## config.mk

```make
export PLATFORM = sky130hd
export DESIGN_NAME = rtc_irq_ctl
export DESIGN_NICKNAME = d
export VERILOG_FILES = /design/src/rtl/rtc_irq_pkg.sv /design/src/rtl/rtc_ctl_reg.sv /design/src/rtl/rtc_flag_bank.sv /design/src/rtl/rtc_rd_mux.sv /design/src/rtl/rtc_irq_ctl.sv
export SDC_FILE = /design/constraint.sdc
export NUM_CORES = 1
export LEC_CHECK = 0
export BUFFER_PORTS_ARGS = -buffer_cell sky130_fd_sc_hd__buf_2
export CAP_MARGIN = 0
export CORE_UTILIZATION = 45
export DETAILED_ROUTE_END_ITERATION = 10
export MAX_ROUTING_LAYER = met4
export PLACE_DENSITY = 0.76
export SLEW_MARGIN = 20
export SYNTH_ARGS = -nofsm -noshare
export SYNTH_HDL_FRONTEND = slang
export SYNTH_SLANG_ARGS = --single-unit
```

## constraint.sdc

```tcl
create_clock -name clk -period 1.8 [get_ports clk]
set_input_delay 0.18 -clock clk [delete_from_list [all_inputs] [get_ports clk]]
set_output_delay 0.18 -clock clk [all_outputs]
set_load 0.03 [all_outputs]
```

## src/rtl/rtc_irq_pkg.sv

```systemverilog
package rtc_irq_pkg;
   typedef enum logic [1:0] {
      SEL_CTL  = 2'd0,
      SEL_FLAG = 2'd1,
      SEL_STAT = 2'd2,
      SEL_NONE = 2'd3
   } acc_sel_e;

   localparam int SRC_N    = 3;
   localparam int FLAG_LSB = 4;
   localparam int SUM_BIT  = 7;
endpackage

```

## src/rtl/rtc_ctl_reg.sv

```systemverilog
module rtc_ctl_reg #(
   parameter int             DATA_W   = 8,
   parameter logic [DATA_W-1:0] CLR_MASK = '0
) (
   input  logic              clk,
   input  logic              rst_n,
   input  logic              wr,
   input  logic [DATA_W-1:0] wdata,
   output logic [DATA_W-1:0] q
);
   for (genvar i = 0; i < DATA_W; i++) begin : g_bit
      if (CLR_MASK[i]) begin : g_rst
         always_ff @(posedge clk) begin
            if (!rst_n)  q[i] <= 1'b0;
            else if (wr) q[i] <= wdata[i];
         end
      end else begin : g_keep
         always_ff @(posedge clk) begin
            if (rst_n && wr) q[i] <= wdata[i];
         end
      end
   end
endmodule

```

## src/rtl/rtc_flag_bank.sv

```systemverilog
module rtc_flag_bank #(
   parameter int SRC_N = 3
) (
   input  logic             clk,
   input  logic             rst_n,
   input  logic [SRC_N-1:0] ev,
   input  logic             clr,
   input  logic             reeval,
   input  logic [SRC_N-1:0] en_now,
   output logic [SRC_N-1:0] flags,
   output logic             sum
);
   logic [SRC_N-1:0] base, fresh, flags_nx;
   logic             sum_nx;

   always_comb begin
      base     = clr ? '0 : flags;
      fresh    = ev & ~base;
      flags_nx = base | ev;
      if (reeval) sum_nx = |(en_now & flags_nx);
      else        sum_nx = (sum & ~clr) | (|(fresh & en_now));
   end

   always_ff @(posedge clk) begin
      if (!rst_n) begin
         flags <= '0;
         sum   <= 1'b0;
      end else begin
         flags <= flags_nx;
         sum   <= sum_nx;
      end
   end
endmodule

```

## src/rtl/rtc_rd_mux.sv

```systemverilog
module rtc_rd_mux #(
   parameter int                DATA_W  = 8,
   parameter logic [DATA_W-1:0] STAT_V  = '0
) (
   input  logic [1:0]        sel,
   input  logic [DATA_W-1:0] ctl,
   input  logic [DATA_W-1:0] flag,
   output logic [DATA_W-1:0] rdata
);
   import rtc_irq_pkg::*;
   always_comb begin
      case (acc_sel_e'(sel))
         SEL_CTL:  rdata = ctl;
         SEL_FLAG: rdata = flag;
         SEL_STAT: rdata = STAT_V;
         default:  rdata = '0;
      endcase
   end
endmodule

```

## src/rtl/rtc_irq_ctl.sv

```systemverilog
module rtc_irq_ctl #(
   parameter int          DATA_W   = 8,
   parameter logic [7:0]  STAT_V   = 8'h80,
   parameter logic [7:0]  CLR_MASK = 8'h68
) (
   input  logic        clk,
   input  logic        rst_n,
   input  logic        evt_per,
   input  logic        evt_alm,
   input  logic        evt_upd,
   input  logic        acc_en,
   input  logic        acc_wr,
   input  logic [1:0]  acc_sel,
   input  logic [7:0]  acc_wdata,
   output logic [7:0]  acc_rdata,
   output logic        irq
);
   import rtc_irq_pkg::*;

   localparam int FLAG_MSB = FLAG_LSB + SRC_N - 1;

   if (DATA_W != 8) begin : g_bad_width
      $error("rtc_irq_ctl: DATA_W must be 8");
   end
   if (FLAG_MSB >= SUM_BIT) begin : g_bad_layout
      $error("rtc_irq_ctl: flag field overlaps summary bit");
   end

   logic [SRC_N-1:0] ev, en_now, flags;
   logic             sum, ctl_wr, flag_rd;
   logic [7:0]       ctl_q, flag_q;

   assign ev      = {evt_per, evt_alm, evt_upd};
   assign ctl_wr  = acc_en &  acc_wr & (acc_sel == SEL_CTL);
   assign flag_rd = acc_en & ~acc_wr & (acc_sel == SEL_FLAG);
   assign en_now  = ctl_wr ? acc_wdata[FLAG_MSB:FLAG_LSB] : ctl_q[FLAG_MSB:FLAG_LSB];

   rtc_ctl_reg #(.DATA_W(8), .CLR_MASK(CLR_MASK)) u_ctl (
      .clk(clk), .rst_n(rst_n), .wr(ctl_wr), .wdata(acc_wdata), .q(ctl_q)
   );

   rtc_flag_bank #(.SRC_N(SRC_N)) u_flags (
      .clk(clk), .rst_n(rst_n), .ev(ev), .clr(flag_rd), .reeval(ctl_wr),
      .en_now(en_now), .flags(flags), .sum(sum)
   );

   always_comb begin
      flag_q                    = '0;
      flag_q[FLAG_MSB:FLAG_LSB] = flags;
      flag_q[SUM_BIT]           = sum;
   end

   rtc_rd_mux #(.DATA_W(8), .STAT_V(STAT_V)) u_rd (
      .sel(acc_sel), .ctl(ctl_q), .flag(flag_q), .rdata(acc_rdata)
   );

   assign irq = sum;
endmodule

```

==> results of run 1 <==
[sequential cells by signal, summed over array words and instances, names as in the netlist]
name,flops
u_ctl.q,8
u_flags.flags,3
u_flags.sum,1
[layout by cell type, fill, tap and decap left out, types with 2 or more instances in the layout]
cell,synthesis,layout
a2bb2oi_1,2,2
mux2i_1,4,4
mux2_1,2,2
a21oi_1,5,5
dfxtp_1,7,7
edfxtp_1,5,5
and2_1,7,7
nor2b_1,3,3
nand2_1,5,5
buf_2,0,25
clkbuf_4,0,3
nor2_1,5,5
[per-stage QoR]
step                instance area (sq um)  power [mW]
CTS                                   777       0.590
global route                          777       0.616
floorplan                             629       0.383
global placement                      751       0.418
finish                                777       0.584
detailed placement                    751       0.418
[worst max path at each step]
stage / endpoint / slack (ns) / cells past startpoint
after floorplan: u_flags.sum$_SDFF_PN0_ / 0.41 / 5
after global placement: u_flags.sum$_SDFF_PN0_ / 0.28 / 5
after detailed placement: u_flags.sum$_SDFF_PN0_ / 0.25 / 5
after CTS: acc_rdata[7] / 0.49 / 3
after global routing: acc_rdata[7] / 0.38 / 3
final: acc_rdata[7] / 0.50 / 3
[cell usage after synthesis]
library cell  n  area share
nor4bb_4      1       0.040
dfxtp_1       7        0.22
nor3_1        1      0.0079
nand3b_1      1       0.012
a2bb2oi_1     2       0.028
nor2_1        5       0.030
a22oi_1       1       0.012
nor3b_1       1       0.012
and3_1        1      0.0099
buf_6         2       0.036
nand2_1       5       0.030
and2_2        1       0.012
mux2i_1       4       0.064
o21ai_0       1      0.0079
nand2b_1      1      0.0099
nand4bb_1     1       0.018
mux2_1        2       0.036
a21oi_1       5       0.040
a21boi_0      1       0.012
and2_1        7       0.070
a31oi_1       1      0.0099
edfxtp_1      5        0.24
nor2b_1       3       0.030
a22o_1        1       0.014
[layer usage]
layer | up-vias | routed length, microns
li1 | 273 | -
met2 | 20 | 524
met1 | 255 | 584
met4 | 0 | 39
met5 | - | 0
met3 | 5 | 85
[layout make-up]
type | instances | area share
repair buffers | 25 | 0.161
well taps | 15 | 0.0242
clock inverters | 1 | 0.00483
multi-input cells | 46 | 0.407
clock buffers | 3 | 0.0290
flip-flops and latches | 12 | 0.374
[cell families after synthesis]
logic type	count (synthesis)
AO/OA/AOI/OAI	12
buffers and inverters	2
flip-flops	12
multiplexers	6
AND/OR/NAND/NOR	28
[power breakdown]
group / switching [mW] / leakage [nW] / total, mW / internal, mW
clock: 0.0908 / 0.0154 / 0.171 / 0.0805
sequential: 0.00865 / 0.103 / 0.304 / 0.295
combinational: 0.0611 / 0.241 / 0.109 / 0.0483
==> reports/qor.txt, run 1 <==
Die area - 1550 sq um
Register area share after synthesis - 0.461
Final Non-Filler Cells - 102
Peak VDD IR - 0.343 mV
Root Driver - clkbuf_4
CP top delay family - flip-flops
Total Wirelength - 1.23 mm
Area delta synth->final - 23.5%
GRT Util Overall - 0.199
HPWL Detailed - 901 microns
Final Hold Vio Count - 0
CP startpoint kind - flop
GRT busiest layer - met2
Cells after DPL - 98
TritonRoute pass-1 iters - 4
GR Util met2 - 0.271
Clock buffer count from CTS - 3
Die width - 39.4 microns
First-pass GRT wire length - 1.88 mm
Slew @ Worst Pin - 0.374 ns
Post-synth cell types - 24
XOR/XNOR Fraction of Synth Area - 0
Vias per cell - 5.42
Final cycle utilization of the critical path - 0.723
ANT cells - 0
Main combinational cell family by area after synthesis - simple AND/OR/NAND/NOR gates
Total global routing overflow - 0
Worst stage delay on the critical path - 0.38 ns
Hold Path End - u_ctl.q[0]$_DFFE_PP_
Avg Inst Size Synth - 10.5 sq um
H-tree levels - 1
Crit-path slowest cell - edfxtp_1
Min Tclk post-route - 1.30 ns
IO buf count - 25
Status - finished, final reports clean
Slew Limit Fails - 0
Bufs on Longest Clock Path - 2
Worst path required time - 1.62 ns
First DRT Iteration DRCs - 15
Worst slew margin - 0.750
Max FO, Critical Path - 1
CTS tree - done
Compound-gate portion of the synthesized area - 0.123
Final Net Count - 105
Antenna viol nets, final - 0
Simple-gate share of the synthesized area - 0.280
Fmax - 769 MHz
DIE HEIGHT - 39.4 microns
IO Pins - 26
CORE AREA - 1300 sq um
CP Capture Type - primary output
Post-cts gate resize count - 0
Synth Instances - 60
Hold-fix buffers, CTS - 0
Adder-cell share of the synthesized area - 0
CTS Sinks - 12
Mapped cell area - 629 sq um
RSZ-0062 raised after global routing - false
# Post-CTS Setup Buffers - 0
Vias in the first global route - 453
Sequential cell area - 290 sq um
Grt met1 use - 0.247
Multi-input logic area - 317 sq um
Hold_sp - acc_wdata[0]
Site row count - 13
Largest net degree at the start of global routing - 11
Final core occ - 0.597
Routability cong. - 0.867
Register-to-Register Path Depth - 4
Latest clock arrival within the worst-skew pair - 0.28 ns
PnR worst setup slack - 0.499 ns
Buf+Inv Stages, Crit Path - 1
Initial antenna violation count - 0
Met3 GRT Util - 0.0511
Cell leakage power - 0.360 nW
Layout cell share with drive strength beyond 1 - 0.345
FF-to-FF setup slack - 0.74 ns
Reg2reg start - u_flags.flags[2]$_SDFF_PN0_
Fin Setup TNS - 0 ns
Setup CP Type - flop to primary output
Pwr dens - 752 nW/um^2
Max-cap violations - 0
WHS - 0.0699 ns
Fill cell count - 127
Hold path depth - 1
Syn Nets - 77
DRC viols - 0
Arr. time, crit path - 1.12 ns
WL/cell - 12.1 microns
Worst-path clk slew - 0.07 ns
HP Class - input port to flop
Setup Skew - 0.00181 ns
R2R Path End - u_flags.sum$_SDFF_PN0_
#FFs+latches synth - 12
Final setup viols - 0
CP Launch Point - u_ctl.q[7]$_DFFE_PP_
Vias - 553
Place WS - 0.251 ns
Critical path cell sequence - nor3_1, a21oi_1, buf_2
Initial Utilization - 0.484
Yosys warning total - 0
Mux cell area share after synthesis - 0.0994
No activity file was read; power rests on OpenSTA's default activity.
==> inputs of run 2 (changes only) <==
- clock period: 1.8 -> 1.25 ns (I/O delays scaled with it)
==> run 2 against run 1 <==
Global-route usage rose by 0.22 points. Setup slack got worse by 0.42 ns. Cell area rose by 8.7%. Flip-flop and latch count did not move. First-iteration DRC count did not move. Clock skew fell by 0.00086 ns. Die area did not move. Utilization rose by 5.2 points. Sequential power rose by 44%. Sequential share of layout area fell by 3.0 points. Register-to-register slack got worse by 0.56 ns. Final cell count rose by 7.8%. Critical path type unchanged.
==> reports/qor.txt, run 2 (synthesized netlist as in run 1, its figures left out) <==
First DRT Iteration DRCs - 15 (unchanged)
Worst path required time - 1.12 ns (was 1.62 ns)
Status - finished, final reports clean (unchanged)
Total Wirelength - 1.33 mm (was 1.23 mm)
Latest clock arrival within the worst-skew pair - 0.26 ns (was 0.28 ns)
CORE AREA - 1300 sq um (unchanged)
# Post-CTS Setup Buffers - 0 (unchanged)
Die area - 1550 sq um (unchanged)
Worst-path clk slew - 0.07 ns (about the same)
Final Net Count - 113 (was 105)
Antenna viol nets, final - 0 (unchanged)
Hold-fix buffers, CTS - 0 (unchanged)
WL/cell - 12.1 microns (about the same)
Area delta synth->final - 34.2% (was 23.5%)
WHS - 0.0327 ns (was 0.0699 ns)
Cell leakage power - 0.399 nW (was 0.360 nW)
DIE HEIGHT - 39.4 microns (unchanged)
Regs by FF count - u_ctl.q: 8 flops, u_flags.flags: 3 flops, u_flags.sum: 1 flops (unchanged)
H-tree levels - 1 (unchanged)
Largest register FFs - 8 (unchanged)
Worst stage delay on the critical path - 0.37 ns (was 0.38 ns)
IO buf count - 25 (unchanged)
Max-cap violations - 0 (unchanged)
Layout cell share with drive strength beyond 1 - 0.421 (was 0.345)
IO Pins - 26 (unchanged)
GRT Util Overall - 0.201 (was 0.199)
Setup CP Type - flop to primary output (unchanged)
Most common cell after layout, fill and taps aside - buf_2 (unchanged)
Final Hold Vio Count - 0 (unchanged)
First-pass GRT wire length - 1.99 mm (was 1.88 mm)
Vias per cell - 5.10 (was 5.42)
HPWL Detailed - 1.03 mm (was 901 microns)
Bufs on Longest Clock Path - 2 (unchanged)
RSZ-0062 raised after global routing - false (unchanged)
Vias in the first global route - 470 (was 453)
Total global routing overflow - 0 (unchanged)
Vias - 561 (was 553)
Initial Utilization - 0.484 (unchanged)
Site row count - 13 (unchanged)
Worst slew margin - 0.827 (was 0.750)
Arr. time, crit path - 1.05 ns (was 1.12 ns)
Commonest non-fill, non-tap cells in the layout - 25 x buf_2, 8 x buf_4, 7 x and2_1, 7 x dfxtp_1 (was 25 x buf_2, 7 x and2_1, 7 x dfxtp_1)
Root Driver - clkbuf_4 (unchanged)
Clock buffer count from CTS - 3 (unchanged)
Final cycle utilization of the critical path - 0.937
Initial antenna violation count - 0 (unchanged)
TritonRoute pass-1 iters - 4 (unchanged)
Routability cong. - 0.846 (was 0.867)
Setup Skew - 0.000945 ns (was 0.00181 ns)
Buf+Inv Stages, Crit Path - 1 (unchanged)
Fmax - 854 MHz
Hold path depth - 1 (unchanged)
DRC viols - 0 (unchanged)
Max FO, Critical Path - 1 (unchanged)
Final setup viols - 0 (unchanged)
Largest Register - u_ctl.q (unchanged)
Worst path depth - 3 (unchanged)
Register-to-Register Path Depth - 4 (unchanged)
Peak VDD IR - 0.650 mV (was 0.343 mV)
CP startpoint kind - flop (unchanged)
Post-cts gate resize count - 0 (unchanged)
CTS Sinks - 12 (unchanged)
Min Tclk post-route - 1.17 ns
Critical path cell sequence - nor3_1, a21oi_1, buf_2 (unchanged)
Slew @ Worst Pin - 0.258 ns (was 0.374 ns)
CP top delay family - flip-flops (unchanged)
Largest net degree at the start of global routing - 11 (unchanged)
Slew Limit Fails - 0 (unchanged)
CTS tree - done (unchanged)
Crit-path slowest cell - edfxtp_1 (unchanged)
Pwr dens - 1000 nW/um^2 (was 752 nW/um^2)
HP Class - input port to flop (unchanged)
ANT cells - 0 (unchanged)
Final core occ - 0.649 (was 0.597)
CP Capture Type - primary output (unchanged)
Die width - 39.4 microns (unchanged)
==> run 2: cell types whose count changed in the layout (fill, tap and decap cells not counted), sizes merged <==
cell,change
buf,+8
==> run 2: cell type report <==
class,instances,area (sq um)
clock buffer,3,22.5
clock inverter,1,3.75
fill,113,457
multi-input combinational,46,324
sequential,12,290
tap,15,18.8
timing repair buffer,33,185
==> run 2: routing by layer <==
layer  global-route usage  vias to the layer above  part of all wire
met2                0.304                       21              0.48
met1                0.256                      253              0.45
met4                0.103                        0            0.0090
met5                    -                        -                 0
met3               0.0341                        2             0.061
li1                     -                      285                 -
==> run 2: path summary, 6_finish.rpt <==
| check | startpoint | to | slack [ns] |
|---|---|---|---|
| worst max-delay path | u_ctl.q[7]$_DFFE_PP_ | acc_rdata[7] | 0.08 |
| worst min-delay path | acc_wdata[1] | u_ctl.q[1]$_DFFE_PP_ | 0.03 |
| worst max register to register | u_flags.flags[2]$_SDFF_PN0_ | u_flags.sum$_SDFF_PN0_ | 0.18 |
| worst min register to register | u_ctl.q[3]$_SDFFE_PN0N_ | u_ctl.q[3]$_SDFFE_PN0N_ | 0.51 |
==> run 2: report_power, final <==
part | internal (mW) | switching [mW] | total (mW)
Clock | 0.115 | 0.121 | 0.236
Combinational | 0.0844 | 0.0912 | 0.176
Sequential | 0.425 | 0.0120 | 0.437
==> run 2: per-stage QoR <==
| step | cells | cell area, sq um | setup WS [ns] | total power, mW | setup TNS (ns) |
|---|---|---|---|---|---|
| after floorplan | 60 | 646 | -0.0522 | 0.556 | -0.0522 |
| after global placement | 106 | 818 | -0.0548 | 0.617 | -0.0584 |
| after detailed placement | 106 | 818 | -0.0986 | 0.621 | -0.132 |
| after CTS | 110 | 845 | 0.0692 | 0.857 | 0 |
| after global routing | 110 | 845 | 0.00266 | 0.888 | 0 |
| final | 110 | 845 | 0.0794 | 0.849 | 0 |
